## config.mk

```make
export PLATFORM = sky130hd
export DESIGN_NAME = cfd_timer
export DESIGN_NICKNAME = d
export VERILOG_FILES = /design/src/rtl/cfd_pkg.sv /design/src/rtl/cfd_clip.sv /design/src/rtl/cfd_div.sv /design/src/rtl/cfd_timer.sv
export SDC_FILE = /design/constraint.sdc
export NUM_CORES = 1
export LEC_CHECK = 0
export BUFFER_PORTS_ARGS = -buffer_cell sky130_fd_sc_hd__buf_2
export CAP_MARGIN = 25
export CORE_ASPECT_RATIO = 1.25
export CORE_UTILIZATION = 45
export DETAILED_ROUTE_END_ITERATION = 6
export GPL_TIMING_DRIVEN = 0
export PLACE_DENSITY = 0.66
export REMOVE_ABC_BUFFERS = 1
export SKIP_CTS_REPAIR_TIMING = 1
export SYNTH_ARGS = -nofsm -noshare
export SYNTH_HDL_FRONTEND = slang
export SYNTH_SLANG_ARGS = --single-unit
```

## constraint.sdc

```tcl
create_clock -name clk_i -period 26.1 [get_ports clk_i]
set_input_delay 0 -clock clk_i [delete_from_list [all_inputs] [get_ports clk_i]]
set_output_delay 0 -clock clk_i [all_outputs]
set_load 0.02 [all_outputs]
```

## src/rtl/cfd_pkg.sv

```systemverilog
package cfd_pkg;
  typedef enum logic [2:0] {
    ST_IDLE,
    ST_ARMED,
    ST_SEEK,
    ST_DIVIDE,
    ST_REARM
  } cfd_state_e;
endpackage

```

## src/rtl/cfd_clip.sv

```systemverilog
module cfd_clip #(
  parameter int DW    = 12,
  parameter int DEPTH = 16,
  parameter int LW    = $clog2(DEPTH)
) (
  input  logic                 clk_i,
  input  logic                 rst_ni,
  input  logic                 vld_i,
  input  logic [DW-1:0]        smp_i,
  input  logic [LW-1:0]        clip_lag_i,
  input  logic [LW-1:0]        cmp_lag_i,
  output logic signed [DW:0]   f_o,
  output logic signed [DW:0]   d_cur_o,
  output logic signed [DW:0]   d_prev_o
);
  logic [DW-1:0]      raw_q [DEPTH];
  logic signed [DW:0] fh_q  [DEPTH];
  logic [DW-1:0]      old_smp;

  // raw_q[0] holds the previous accepted sample
  assign old_smp  = raw_q[clip_lag_i - LW'(1)];
  assign f_o      = $signed({1'b0, smp_i}) - $signed({1'b0, old_smp});
  assign d_cur_o  = fh_q[cmp_lag_i - LW'(1)];
  assign d_prev_o = fh_q[cmp_lag_i];

  always_ff @(posedge clk_i or negedge rst_ni) begin
    if (!rst_ni) begin
      raw_q[0] <= '0;
      fh_q[0]  <= '0;
    end else if (vld_i) begin
      raw_q[0] <= smp_i;
      fh_q[0]  <= f_o;
    end
  end

  for (genvar g = 1; g < DEPTH; g++) begin : g_tap
    always_ff @(posedge clk_i or negedge rst_ni) begin
      if (!rst_ni) begin
        raw_q[g] <= '0;
        fh_q[g]  <= '0;
      end else if (vld_i) begin
        raw_q[g] <= raw_q[g-1];
        fh_q[g]  <= fh_q[g-1];
      end
    end
  end
endmodule

```

## src/rtl/cfd_div.sv

```systemverilog
module cfd_div #(
  parameter int NW   = 14,
  parameter int QW   = 8,
  parameter int CNTW = $clog2(QW)
) (
  input  logic          clk_i,
  input  logic          rst_ni,
  input  logic          start_i,
  input  logic [NW-1:0] num_i,
  input  logic [NW-1:0] den_i,
  output logic          done_o,
  output logic [QW-1:0] q_o
);
  logic [NW:0]     rem_q, rem2, rem_sub;
  logic [NW-1:0]   den_q;
  logic [CNTW-1:0] cnt_q;
  logic            busy_q, ge;

  assign rem2    = {rem_q[NW-1:0], 1'b0};
  assign ge      = rem2 >= {1'b0, den_q};
  assign rem_sub = rem2 - {1'b0, den_q};

  always_ff @(posedge clk_i or negedge rst_ni) begin
    if (!rst_ni) begin
      rem_q  <= '0;
      den_q  <= '0;
      cnt_q  <= '0;
      busy_q <= 1'b0;
      done_o <= 1'b0;
      q_o    <= '0;
    end else begin
      done_o <= 1'b0;
      if (start_i) begin
        rem_q  <= {1'b0, num_i};
        den_q  <= den_i;
        cnt_q  <= '0;
        q_o    <= '0;
        busy_q <= 1'b1;
      end else if (busy_q) begin
        rem_q <= ge ? rem_sub : rem2;
        q_o   <= {q_o[QW-2:0], ge};
        cnt_q <= cnt_q + CNTW'(1);
        if (cnt_q == CNTW'(QW-1)) begin
          busy_q <= 1'b0;
          done_o <= 1'b1;
        end
      end
    end
  end


  rem_below_den_chk: assert property (@(posedge clk_i) disable iff (!rst_ni)
    busy_q |-> rem_q < {1'b0, den_q});
endmodule

```

## src/rtl/cfd_timer.sv

```systemverilog
module cfd_timer
  import cfd_pkg::*;
#(
  parameter int DW    = 12,
  parameter int CW    = 16,
  parameter int DEPTH = 16,
  parameter int FW    = 8,
  parameter int TMO   = 64,
  localparam int LW   = $clog2(DEPTH),
  localparam int TW   = $clog2(TMO),
  localparam int NW   = DW + 2
) (
  input  logic          clk_i,
  input  logic          rst_ni,
  input  logic          smp_valid_i,
  input  logic [DW-1:0] smp_i,
  input  logic [CW-1:0] smp_idx_i,
  input  logic [LW-1:0] clip_lag_i,
  input  logic [DW-1:0] arm_thr_i,
  input  logic [FW-1:0] frac_i,
  input  logic [LW-1:0] cmp_lag_i,
  output logic          ts_valid_o,
  output logic [CW-1:0] ts_coarse_o,
  output logic [FW-1:0] ts_fine_o,
  output logic          err_o
);
  cfd_state_e         state_q;
  logic signed [DW:0] f_now, d_cur, d_prev, thr_s;
  logic signed [DW:0] max_q, level_q, nmax, lvl_new;
  logic [1:0]         below_q, nbelow;
  logic [TW-1:0]      tmo_q;
  logic [LW-1:0]      seek_q;
  logic [CW-1:0]      k_q;
  logic [DW+FW-1:0]   prod;
  logic signed [DW+1:0] num_s, den_s;
  logic               ge, bracket, div_start, div_done;

  cfd_clip #(.DW(DW), .DEPTH(DEPTH), .LW(LW)) u_clip (
    .clk_i, .rst_ni, .vld_i(smp_valid_i), .smp_i, .clip_lag_i, .cmp_lag_i,
    .f_o(f_now), .d_cur_o(d_cur), .d_prev_o(d_prev)
  );

  assign thr_s   = $signed({1'b0, arm_thr_i});
  assign ge      = f_now >= max_q;
  assign nmax    = ge ? f_now : max_q;
  assign nbelow  = ge ? 2'd0 : below_q + 2'd1;
  assign prod    = nmax[DW-1:0] * frac_i;
  assign lvl_new = $signed({1'b0, prod[DW+FW-1:FW]});
  assign bracket = (d_prev <= level_q) && (d_cur > level_q);
  assign num_s   = {level_q[DW], level_q} - {d_prev[DW], d_prev};
  assign den_s   = {d_cur[DW], d_cur} - {d_prev[DW], d_prev};
  assign div_start = (state_q == ST_SEEK) && smp_valid_i && bracket;

  cfd_div #(.NW(NW), .QW(FW)) u_div (
    .clk_i, .rst_ni, .start_i(div_start),
    .num_i($unsigned(num_s)), .den_i($unsigned(den_s)),
    .done_o(div_done), .q_o(ts_fine_o)
  );

  always_ff @(posedge clk_i or negedge rst_ni) begin
    if (!rst_ni) begin
      state_q <= ST_IDLE;
      max_q   <= '0;
      level_q <= '0;
      below_q <= '0;
      tmo_q   <= '0;
      seek_q  <= '0;
      k_q     <= '0;
      err_o   <= 1'b0;
    end else begin
      err_o <= 1'b0;
      unique case (state_q)
        ST_IDLE: if (smp_valid_i && f_now > thr_s) begin
          state_q <= ST_ARMED;
          max_q   <= f_now;
          below_q <= '0;
          tmo_q   <= '0;
        end
        ST_ARMED: if (smp_valid_i) begin
          max_q   <= nmax;
          below_q <= nbelow;
          if (nbelow == 2'd2 || tmo_q == TW'(TMO-1)) begin
            level_q <= lvl_new;
            seek_q  <= '0;
            state_q <= ST_SEEK;
          end else begin
            tmo_q <= tmo_q + TW'(1);
          end
        end
        ST_SEEK: if (smp_valid_i) begin
          if (bracket) begin
            k_q     <= smp_idx_i - CW'(cmp_lag_i) - CW'(1);
            state_q <= ST_DIVIDE;
          end else if (seek_q == cmp_lag_i - LW'(1)) begin
            err_o   <= 1'b1;
            state_q <= ST_REARM;
          end else begin
            seek_q <= seek_q + LW'(1);
          end
        end
        ST_DIVIDE: if (div_done) state_q <= ST_REARM;
        ST_REARM: if (smp_valid_i && f_now <= thr_s) state_q <= ST_IDLE;
        default: state_q <= ST_IDLE;
      endcase
    end
  end

  assign ts_valid_o  = div_done;
  assign ts_coarse_o = k_q;


  arm_gate_chk: assert property (@(posedge clk_i) disable iff (!rst_ni)
    (state_q == ST_ARMED && $past(state_q) == ST_IDLE)
      |-> ($past(smp_valid_i) && $past(f_now) > $past(thr_s)));

  level_le_peak_chk: assert property (@(posedge clk_i) disable iff (!rst_ni)
    (state_q == ST_SEEK) |-> level_q <= max_q);

  err_src_chk: assert property (@(posedge clk_i) disable iff (!rst_ni)
    err_o |-> $past(state_q) == ST_SEEK);

  out_excl_chk: assert property (@(posedge clk_i) disable iff (!rst_ni)
    !(ts_valid_o && err_o));

  single_pulse_chk: assert property (@(posedge clk_i) disable iff (!rst_ni)
    ts_valid_o |=> !ts_valid_o);
endmodule

```

---- Word level (Yosys, flattened, before mapping) ----
Cells that the tools add are included.
storage, ports and cells
  bits in registers ....................... 498
  input bits .............................. 59
  output and inout bits ................... 26
cells by class
  $add $sub $neg .......................... 12
  $mul .................................... 1
  magnitude comparators ................... 9
  eq/ne operators ......................... 19
  multiplexer cells ....................... 53
  bitwise operators ....................... 3
  reduce and logical (&&, ||, !) cells .... 17
operators by type and width
  kind                   number
  $bmux 13 s4            2
  $mux 13                7
  $bmux 12 s4            1
  $mux 14                3
  $mux 3                 10
  $sub 13x13->14         2
  $gt 13x13->1           2
  $le 13x13->1           2
  $pmux 13 s2            1
  $mux 12                2
  $mul 12x8->20          1
  $mux 4                 5
  $mux 6                 3
  $ne 2x2->1 const B     9
  $mux 8                 2
  $sub 16x1->16 const B  1
  $sub 16x4->16          1
  $ge 15x14->1           1
  $ge 5x5->1 const B     3
  $not 4->5              3
  $pmux 3 s5             1
  $sub 14x14->14         1
  $ge 13x13->1           1
  $sub 12x12->13         1
  other kinds (26)       49

---- Depth between registers and ports, before layout ----
Gate-level depths: netlist (run 1).
  depth after elaboration ................. 13
  gate-level depth with buffers ........... 46

---- Modules after synthesis ----
From an unflattened synthesis (run 1), not the netlist that was laid out.
unflattened totals
  cell total of the unflattened synthesis .. 2,462
  area, all modules ....................... 30,877.1 um^2
by module, submodules not included
  module     instances  cells an instance  area each (um^2)  seq. area each (um^2)
  cfd_clip   1          1,265              20,211.9          10,009.6
  cfd_timer  1          911                8,080.2           1,426.4
  cfd_div    1          286                2,585.0           1,026.0

---- Least setup slack after synthesis (run 1) ----
Ideal clock, no wire load.
  path kind ............................... in2reg
  start ................................... input clip_lag_i[0]
  end ..................................... register level_q[8]
  setup time .............................. 95 ps
  arrival time ............................ 10,552 ps
  data required time ...................... 26,005 ps
  path slack .............................. 15,452 ps
  stages .................................. 41
  path buffers ............................ 5
  cells stage by stage .................... clkbuf_1 clkbuf_1 inv_1 ha_1 clkbuf_1 clkbuf_1 mux4_2 mux4_2 ha_1 fa_1 nand2b_1 a21boi_0 o21ai_0 a21oi_1 o2111ai_1 a21oi_1 nor2_1 ha_1 [... 5 more ...] clkbuf_1 mux2i_1 nand2b_1 fa_1 fa_1 inv_1 fa_1 fa_1 ha_1 nand4b_1 a211oi_1 o311ai_0 nor2_1 nor4b_2 nor4_1 o21ai_0 and3_1 o31ai_1
between the ends
  longest elaborated chain between the ends .. 11
  elaborated cells between the ends (all ways) .. 13
  classes of those cells .................. add/sub (2); mul (1); order compare (1); eq/ne (1); mux (5); bitwise (1); reduce/logical (2)
ends and longest elaborated chain
  element                                                                line             source
  from (decl)                                                            cfd_timer.sv:18  input logic [LW-1:0] clip_lag_i,
  $sub 4x1->4 (*)                                                        cfd_clip.sv:21   assign old_smp = raw_q[clip_lag_i - LW'(1)];
  $not 4->5 (implied by the code) (*)                                    cfd_clip.sv:21
  $bmux 12 s4 (*)                                                        cfd_clip.sv:21
  $mux 12 (implied by the code) (*) (2 in series)                        cfd_clip.sv:21
  $sub 12x12->13 (*)                                                     cfd_clip.sv:22   assign f_o = $signed({1'b0, smp_i}) - $signed({1'b0, old_smp});
  net f_now[12]                                                          cfd_timer.sv:28  logic signed [DW:0] f_now, d_cur, d_prev, thr_s;
  $ge 13x13->1 (*)                                                       cfd_timer.sv:44  assign ge = f_now >= max_q;
  parallel branches: the longest is 4 deep, another holds $mul 12x8->20  n/a
  to (signal assigned)                                                   cfd_timer.sv:83  level_q <= lvl_new;
  to (decl)                                                              cfd_timer.sv:29  logic signed [DW:0] max_q, level_q, nmax, lvl_new;
Mark *: on every way through the listed nets, which the timed path passes. The select of a mux whose other input is x is not followed.
A chain may end at the register's enable or synchronous reset.

---- Final worst setup path (run 1) ----
  start ................................... input clip_lag_i[0]
  end ..................................... register level_q[8]
between the ends
  longest elaborated chain between the ends .. 11
  elaborated cells between the ends (all ways) .. 13
  classes of those cells .................. add/sub (2); mul (1); order compare (1); eq/ne (1); mux (5); bitwise (1); reduce/logical (2)
ends and longest elaborated chain
  element                                                                line
  $sub 4x1->4 (*)                                                        cfd_clip.sv:21
  $not 4->5 (implied by the code) (*)                                    cfd_clip.sv:21
  $bmux 12 s4 (*)                                                        cfd_clip.sv:21
  $mux 12 (implied by the code) (*) (2 in series)                        cfd_clip.sv:21
  $sub 12x12->13 (*)                                                     cfd_clip.sv:22
  net f_now[8]                                                           cfd_timer.sv:28
  parallel branches: the longest is 5 deep, another holds $mul 12x8->20  n/a
Marked as above.

==> results of run 1 <==
## registers in the layout, indices dropped and copies added (netlist names), 2 cells and up
| register | flops |
|---|---|
| below_q | 2 |
| level_q | 12 |
| max_q | 13 |
| seek_q | 4 |
| state_q | 3 |
| tmo_q | 6 |
| ts_coarse_o | 16 |
| u_clip.fh_q | 208 |
| u_clip.raw_q | 192 |
| u_div.cnt_q | 3 |
| u_div.den_q | 14 |
| u_div.q_o | 8 |
| u_div.rem_q | 14 |
## layout make-up
cell class	instances	area (um2)	share of cell area
multi-input combinational	1535	16400	0.485
inverter	180	676	0.0200
clock inverter	25	268	0.00791
clock buffer	74	1550	0.0456
sequential	498	12500	0.368
timing repair buffer	152	1430	0.0421
tap	856	1070	0.0316
## per-layer routing
metal / up-vias / part of all wire
met1: 9770 / 0.42
met4: 0 / 0.027
met2: 283 / 0.53
li1: 8634 / -
met3: 114 / 0.028
met5: - / 0
## cell families (layout without fill, tap and decap cells)
| group | Yosys count | after routing | synth area share |
|---|---|---|---|
| xor+xnor | 71 | 71 | 0.0208 |
| buf+inv | 298 | 431 | 0.0380 |
| fa+ha+maj | 199 | 199 | 0.0991 |
| mux | 631 | 631 | 0.307 |
| compound gates | 255 | 255 | 0.0535 |
| simple gates | 379 | 379 | 0.0652 |
| flops | 498 | 498 | 0.416 |
## through the flow
step	cells	setup WS, ns	instance area (um2)
2_1_floorplan	2213	15.96	29500
3_3_place_gp	3153	11.54	31000
3_5_place_dp	3181	13.74	31600
4_1_cts	3280	14.33	33400
5_1_grt	3320	13.53	33900
6_report	3320	14.43	33900
## worst max-delay path: cells and delay by family
family | cells | cell delay (ns)
adder cells (fa/ha/maj) | 9 | 4.01
AO/OA/AOI/OAI | 12 | 3.64
AND/OR/NAND/NOR | 10 | 1.86
buffers and inverters | 6 | 1.04
multiplexers | 2 | 0.82
XOR/XNOR | 1 | 0.74
## layout by cell type (no fill, tap or decap), types with 7 or more instances in the layout
| cell type | count |
|---|---|
| nand4_1 | 12 |
| nor3_1 | 23 |
| nand2b_1 | 20 |
| and3_1 | 13 |
| o21bai_1 | 10 |
| nor4_1 | 8 |
| xnor2_1 | 39 |
| xor2_1 | 28 |
| a21oi_1 | 56 |
| clkbuf_16 | 53 |
| buf_8 | 9 |
| ha_1 | 133 |
| inv_1 | 179 |
| nor2b_1 | 72 |
| mux2_2 | 413 |
| a21o_1 | 24 |
| a211oi_1 | 8 |
| buf_16 | 15 |
| dlygate4sd3_1 | 39 |
| and2_1 | 20 |
| nand3_1 | 23 |
| buf_2 | 80 |
| nor2_1 | 72 |
| mux4_2 | 190 |
| o21a_1 | 11 |
| o31ai_1 | 11 |
| dfrtp_1 | 498 |
| o211ai_1 | 14 |
| o21ai_0 | 79 |
| clkinv_2 | 15 |
| nand2_1 | 91 |
| a21boi_0 | 8 |
| or3_1 | 8 |
| mux2i_1 | 27 |
| fa_1 | 64 |
| clkbuf_8 | 14 |
| clkbuf_1 | 7 |
## path summary, 6_finish.rpt
kind | cells after the start | endpoint | from | slack, ns
max in group asynchronous | 5 | u_clip.raw_q[69] | rst_ni | 24.82
worst min-delay path | 3 | u_div.done_o | rst_ni | -0.03
worst min register to register | 1 | u_clip.raw_q[39] | u_clip.raw_q[51] | 0.46
worst max-delay path | 40 | level_q[8] | clip_lag_i[0] | 14.43
worst max register to register | 35 | level_q[8] | u_clip.raw_q[180] | 14.91
min in group clk_i | 2 | u_clip.raw_q[20] | smp_valid_i | -0.01
==> summary.md, run 1 <==
| Metric | Value |
|---|---|
| Top-count cell post-synth | `dfrtp_1` |
| Hpwl dp | `44600 um` |
| Vias per cell | `between 5 and 6` |
| Post-Synthesis Cells | `about 2.3k` |
| Endpoints failing setup | `0` |
| Worst-path fanout max | `between 40 and 50` |
| Wire length per cell | `18.9 um` |
| Share of cells above drive strength 1 | `0.335` |
| Post-synth EDFFs | `0` |
| Setup CP Type | `input pin to flop` |
| Vias in the first global route | `20.2k` |
| Root Buffer | `clkbuf_16` |
| Clk_skew | `0.0739 ns` |
| CTS Buffer Depth | `3` |
| Violated checks | `hold timing` |
| RSZ-0062 raised after global routing | `no` |
| Diodes inserted | `0` |
| P&R area growth vs syn | `13.0%` |
| Highest Clock Rate | `approximately 86 MHz` |
| Max cap viols | `0` |
| CP arrival | `between 10 and 15 ns` |
| Overall via count from detail_route | `about 19k` |
| Synth cell count leaders | `dfrtp_1 (498), mux2_2 (413), mux4_2 (190), inv_1 (179), ha_1 (135)` |
| # rows | `~110` |
| Fraction of registers with async set or reset after synthesis | `1.00` |
| Pins Over Slew Limit | `0` |
| Slowest CP cell | `a211oi_4` |
| GR met1 Demand/Resource | `0.241` |
| Core Region | `between 60000 and 70000 um2` |
| Syn. warnings | `0` |
| Syn Area/Cell | `between 10 and 15 um2` |
| Clock sinks | `~500` |
| Worst skew pair latency | `0.64 ns` |
| Grt ovf | `0` |
| First-pass GRT wire length | `105000 um` |
| Largest net degree at the start of global routing | `approximately 110` |
| Nets | `about 2.7k` |
| Crit end category | `flop` |
| Grt met2 use | `0.345` |
| Die H | `290 um` |
| WHS | `-0.0291 ns` |
| Starting DRT DRC Count | `between 800 and 900` |
| Measured slew at the worst slew-check pin | `around 1.0 ns` |
| Setup TNS | `0 ns` |
| H-tree level count | `2` |
| Hold Path Class | `input pin to asynchronous set/reset pin` |
| Cell mode on critical path | `fa_1` |
| M3 GR Usage | `0.0254` |
| Full die area | `about 68000 um2` |
| Drt drc | `0` |
| Clock transition at path regs | `about 0.060 ns` |
| Post-layout util | `0.515` |
| Num ports | `85` |
| Unique masters post-synth | `67` |
| Starting density of the core | `0.456` |
| Crit-path max cell delay | `between 0.9 and 1 ns` |
| Synth Register Bits | `around 500` |
| Headroom to the max-slew limit | `0.297` |
| PortBufs | `84` |
| Critical Path RT | `~27 ns` |
| Final hold violations | `29` |
| Routability Congestion | `roughly 0.86` |
| Pre-antenna DRT Iters | `4` |
| Fin crit share | `0.447` |
| Ranking of synthesized cells by area | `dfrtp_1 (42%), mux2_2 (16%), mux4_2 (14%), ha_1 (5.6%), fa_1 (4.3%)` |
| TritonCTS buffer count | `between 50 and 60` |
| Fin crit period | `between 10 and 15 ns` |
| CTS tree | `built` |
| Top-area cell type share of the netlist area | `0.416` |
| Area leader, netlist | `dfrtp_1` |
| Post-synth top flop | `dfrtp_1` |
| Most Crowded Layer GR | `met2` |
| Antenna Nets Post-Route | `0` |
| Antenna violations before repair | `0` |
| WL final | `about 63000 um` |
| Fillers | `roughly 5.7k` |
| GRT Overall Usage | `0.193` |
| Status | `finished, violations left` |
| Startpoint Class | `input pin` |
| Sequential element share of the synthesized area | `0.416` |
| Mapped Area | `about 30000 um2` |
| Die width | `about 230 um` |
Power of run 1 is left out: the tool's default activity adds up to more than one toggle a clock period on the data nets, which glitch-free logic cannot reach.
==> run 2: changes to the inputs <==
==> constraint.sdc (replaced) <==
create_clock -name clk_i -period 11.9 [get_ports clk_i]
set_input_delay 0 -clock clk_i [delete_from_list [all_inputs] [get_ports clk_i]]
set_output_delay 0 -clock clk_i [all_outputs]
set_load 0.02 [all_outputs]
==> run 2 against run 1 <==
Compared with the run above:
- the run still ends with hold timing left
- flip-flop and latch count is the same
- global-route usage did not move
- clock skew rose by 0.0018 ns
- cell count up 0.12%
- routed wire length rose by 0.17%
- sequential share of layout area hardly changed
- register-to-register slack got worse by 14 ns
- setup slack got worse by 14 ns
- first-iteration DRC count grew 16%
- final area rose by 0.12%
- utilization increased by 0.063 points
- largest cell class unchanged
- highest routed layer unchanged
==> summary.md, run 2 (synthesized netlist as in run 1, its figures left out) <==
| Metric | Value |
|---|---|
| Pins Over Slew Limit | `0` |
| Crit end category | `flop` |
| Overall via count from detail_route | `between 15k and 20k` |
| Clock transition at path regs | `about 0.060 ns` |
| # rows | `roughly 110` |
| Measured slew at the worst slew-check pin | `0.987 ns` |
| Share of cells above drive strength 1 | `0.337` |
| Pre-CTS WS | `-0.457 ns` |
| Diodes inserted | `0` |
| First-pass GRT wire length | `roughly 110000 um` |
| Highest Clock Rate | `about 90 MHz` |
| Nets | `between 2k and 3k` |
| Clock sinks | `between 400 and 500` |
| R2R depth | `35` |
| Setup CP Type | `input pin to flop` |
| Vias per cell | `approximately 5.6` |
| Antenna Nets Post-Route | `0` |
| Fin crit period | `roughly 11 ns` |
| Die width | `between 200 and 250 um` |
| Fin crit share | `0.938` |
| CTS Buffer Depth | `3` |
| Crit-path max cell delay | `0.74 ns` |
| CP arrival | `roughly 12 ns` |
| Grt ovf | `0` |
| GR met1 Demand/Resource | `0.241` |
| Largest net degree at the start of global routing | `113` |
| Setup TNS | `0 ns` |
| Headroom to the max-slew limit | `0.323` |
| Antenna violations before repair | `0` |
| WL final | `between 60000 and 70000 um` |
| Violated checks | `hold timing` |
| Final worst slack | `between 0.7 and 0.8 ns` |
| Commonest cells after routing, fill and taps aside | `dfrtp_1 (498), mux2_2 (413), mux4_2 (190)` |
| Cell mode on critical path | `fa_1` |
| Post-layout util | `0.516` |
| Die H | `290 um` |
| M3 GR Usage | `0.0254` |
| Setup slack, reg-to-reg | `~1.2 ns` |
| Most common cell after layout, fill and taps aside | `dfrtp_1` |
| Starting DRT DRC Count | `~1.0k` |
| Num ports | `between 80 and 90` |
| FF-to-FF End | `level_q[8]` |
| Worst reg2reg path startpoint | `u_clip.raw_q[180]` |
| Most Crowded Layer GR | `met2` |
| Hpwl dp | `between 40000 and 50000 um` |
| Grt met2 use | `0.345` |
| PortBufs | `84` |
| Drt drc | `0` |
| Max cap viols | `0` |
| Status | `finished, violations left` |
| Startpoint Class | `input pin` |
| P&R area growth vs syn | `13.1%` |
| TritonCTS buffer count | `53` |
| Pre-antenna DRT Iters | `5` |
| Wire length per cell | `approximately 19 um` |
| Clk_skew | `0.0757 ns` |
| Starting density of the core | `0.456` |
| Routability Congestion | `roughly 0.86` |
| Slowest CP cell | `mux2i_1` |
| WHS | `-0.0282 ns` |
| Max reg flops | `approximately 210` |
| H-tree level count | `2` |
| Hold Path Class | `input pin to asynchronous set/reset pin` |
| Worst skew pair latency | `approximately 0.64 ns` |
| Worst-path fanout max | `42` |
| Final hold violations | `29` |
| Root Buffer | `clkbuf_16` |
| Critical Path RT | `12.42 ns` |
| Vias in the first global route | `just over 20k` |
| CTS tree | `built` |
| Full die area | `between 60000 and 70000 um2` |
| Largest register by flop count | `u_clip.fh_q` |
| GRT Overall Usage | `0.193` |
| Core Region | `about 66000 um2` |
| Endpoints failing setup | `0` |
[run 2: changes by cell type in the layout (fill, tap and decap cells not counted), sizes merged]
cell / before / now
buf: 113 / 117
[run 2: metal layers]
metal  routed length [um]  share of wire
met5                    0              0
met1                26100           0.42
met4                 1710          0.027
met3                 1920          0.031
met2                33200           0.53
[run 2: how the worst max path moves through the flow]
stage,from,endpoint,slack [ns]
final,clip_lag_i[0],level_q[8],0.74
after global placement,clip_lag_i[0],level_q[8],-2.66
after floorplan,clip_lag_i[0],level_q[8],1.76
after CTS,clip_lag_i[0],level_q[8],0.13
after global routing,clip_lag_i[0],level_q[8],-0.0009
after detailed placement,clip_lag_i[0],level_q[8],-0.46
[run 2: critical path: cells and delay by family]
family                   cells  cell delay [ns]
AO/OA/AOI/OAI               11             2.55
adder cells (fa/ha/maj)      9             4.08
buffers and inverters        6             1.18
multiplexers                 3             1.56
AND/OR/NAND/NOR             11             2.25
[run 2: area by class of cell]
class	count	area, um2
timing repair buffer	156	1460
clock inverter	25	268
sequential	498	12500
multi-input combinational	1535	16400
fill	5657	31800
tap	856	1070
inverter	180	676
clock buffer	74	1550
[run 2: through the flow]
step / std cells / instance area (um2)
after floorplan: 2213 / 29500
after global placement: 3153 / 31000
after detailed placement: 3181 / 31600
after CTS: 3280 / 33400
after global routing: 3324 / 33900
final: 3324 / 33900
Power of run 2 is left out for the same reason.
==> run 3: changes to the inputs <==
--- a/config.mk
+++ b/config.mk
@@ -5,6 +5,7 @@
 export SDC_FILE = /design/constraint.sdc
 export NUM_CORES = 1
 export LEC_CHECK = 0
+export ABC_AREA = 1
 export BUFFER_PORTS_ARGS = -buffer_cell sky130_fd_sc_hd__buf_2
 export CAP_MARGIN = 25
 export CORE_ASPECT_RATIO = 1.25
==> run 3 against run 2 <==
Compared with the run above:
- the run still ends with hold timing left
- synthesized cell count grew 73%
- register-to-register slack better by 1.3 ns
- global-route usage increased by 3.6 points
- synthesized area grew 2.8%
- largest cell class unchanged
==> summary.md, run 3 <==
| Metric | Value |
|---|---|
| M3 GR Usage | `0.0258` |
| Crit-path max cell delay | `between 0.8 and 0.9 ns` |
| GR met1 Demand/Resource | `0.304` |
| Pre-antenna DRT Iters | `5` |
| Hpwl dp | `around 52000 um` |
| Antenna Nets Post-Route | `0` |
| Fin crit period | `11.35 ns` |
| Synth Register Bits | `498` |
| Syn. warnings | `0` |
| Most common cell after layout, fill and taps aside | `nand2_1` |
| GRT Overall Usage | `0.228` |
| Post-Synthesis Cells | `4037` |
| Die width | `between 200 and 250 um` |
| Worst skew pair latency | `about 0.64 ns` |
| Headroom to the max-slew limit | `0.326` |
| Cell mode on critical path | `nand2_1` |
| Clk_skew | `roughly 0.064 ns` |
| Grt met2 use | `0.392` |
| Fin crit share | `0.954` |
| Most Crowded Layer GR | `met2` |
| Sequential element share of the synthesized area | `0.405` |
| CP delay by family, top | `adder cells` |
| CP arrival | `between 10 and 15 ns` |
| WL final | `roughly 80000 um` |
| RSZ-0062 raised after global routing | `yes` |
| H-tree level count | `2` |
| Endpoints failing setup | `0` |
| Pre-CTS WS | `-0.0630 ns` |
| CP bufs+invs | `13` |
| Grt ovf | `0` |
| Drt drc | `0` |
| Worst-path fanout max | `69` |
| Clock transition at path regs | `roughly 0.06 ns` |
| First-pass GRT wire length | `between 100000 and 150000 um` |
| Die H | `~290 um` |
| CTS Buffer Depth | `3` |
| Fraction of registers with async set or reset after synthesis | `1.00` |
| Top-count cell post-synth | `nand2_1` |
| Commonest cells after routing, fill and taps aside | `nand2_1 (764), o21ai_0 (739), inv_1 (547)` |
| Vias in the first global route | `about 25k` |
| P&R area growth vs syn | `11.7%` |
| Share of cells above drive strength 1 | `0.0643` |
| Setup CP Type | `input pin to flop` |
| Violated checks | `hold timing` |
| Unique masters post-synth | `60` |
| Max cap viols | `0` |
| Post-synth top flop | `dfrtp_1` |
| Max reg flops | `208` |
| Measured slew at the worst slew-check pin | `roughly 1.0 ns` |
| Critical Path RT | `12.40 ns` |
| Status | `finished, violations left` |
| Synth cell count leaders | `nand2_1 (764), o21ai_0 (742), inv_1 (549), dfrtp_1 (498), a21oi_1 (360)` |
| Largest register by flop count | `u_clip.fh_q` |
| Highest Clock Rate | `a little under 90 MHz` |
| Wire length per cell | `between 15 and 20 um` |
| Clock sinks | `between 400 and 500` |
| Final hold violations | `3` |
| Startpoint Class | `input pin` |
| Syn Area/Cell | `around 7.6 um2` |
| Setup slack, reg-to-reg | `approximately 2.5 ns` |
| Diodes inserted | `0` |
| Hold Path Class | `input pin to asynchronous set/reset pin` |
| WHS | `-0.0218 ns` |
| TritonCTS buffer count | `55` |
| Vias per cell | `5.39` |
| # rows | `roughly 110` |
| Crit end category | `flop` |
| Full die area | `69500 um2` |
| Antenna violations before repair | `0` |
| Starting DRT DRC Count | `approximately 2k` |
| Pins Over Slew Limit | `0` |
| Ranking of synthesized cells by area | `dfrtp_1 (40%), o21ai_0 (12%), nand2_1 (9.3%), inv_1 (6.7%), a21oi_1 (5.9%)` |
| Overall via count from detail_route | `about 27k` |
| CTS tree | `built` |
| Nets | `4271` |
| Routability Congestion | `about 0.86` |
| Starting density of the core | `0.458` |
| Largest net degree at the start of global routing | `between 200 and 250` |
| Root Buffer | `clkbuf_16` |
| PortBufs | `84` |
| Fillers | `~6.5k` |
| Core Region | `around 67000 um2` |
| Final worst slack | `0.550 ns` |
| Slowest CP cell | `o21ai_1` |
| Num ports | `85` |
| Post-synth EDFFs | `0` |
| Mapped Area | `~31000 um2` |
| Top-area cell type share of the netlist area | `0.405` |
| Area leader, netlist | `dfrtp_1` |
-- run 3: cell count changes in the layout (fill, tap and decap cells not counted), sizes merged, moves of 72 or more --
cell   before  now
a21oi      56  361
inv       181  560
mux2      414    0
mux4      190    0
nand2      92  768
nand3      23  223
nor2       72  179
nor2b      72    0
o21ai      82  771
-- run 3: cell type report --
| type | instances | area (um2) | area share |
|---|---|---|---|
| Tap cell | 864 | 1080 | 0.0314 |
| Inverter | 566 | 2150 | 0.0624 |
| Multi-Input combinational cell | 2743 | 15300 | 0.446 |
| Clock inverter | 30 | 453 | 0.0132 |
| Sequential cell | 498 | 12500 | 0.362 |
| Clock buffer | 70 | 1500 | 0.0437 |
| Timing Repair Buffer | 149 | 1420 | 0.0413 |
-- run 3: final timing paths --
path / endpoint / cells after the start / startpoint
max: level_q[8] / 47 / clip_lag_i[0]
min: u_clip.fh_q[55] / 2 / rst_ni
max reg2reg: level_q[8] / 39 / u_clip.raw_q[84]
min reg2reg: u_clip.raw_q[104] / 2 / u_clip.raw_q[116]
max in group asynchronous: below_q[0] / 5 / rst_ni
min in group clk_i: u_clip.raw_q[190] / 4 / smp_i[10]
-- run 3: layer usage --
layer	part of all wire	wire [um]
met3	0.042	3390
met1	0.45	36000
met2	0.48	38400
met4	0.025	1980
met5	0	0
-- run 3: stage by stage --
step,cell area (um2),cells,util,setup TNS (ns)
floorplan,29900,3807,-,0
global placement,31400,4755,0.466,-1215.96
detailed placement,32000,4778,0.475,-0.0630
CTS,33900,4878,0.504,0
global route,34400,4920,0.511,-0.0454
finish,34400,4920,0.511,0
-- run 3: worst register-to-register path: cells and delay by family, from the launching register on --
kind	cells	cell delay (ns)
fa+ha+maj	8	3.58
compound gates	12	2.80
simple gates	12	1.51
xor+xnor	1	0.61
flops	1	0.40
buf+inv	6	0.38
-- run 3: logic make-up after synthesis --
family	Yosys count	synth area share
buf+inv	796	0.0997
simple gates	1224	0.165
compound gates	1258	0.216
flops	498	0.405
xor+xnor	62	0.0181
fa+ha+maj	199	0.0965
Power of run 3 is left out for the same reason.
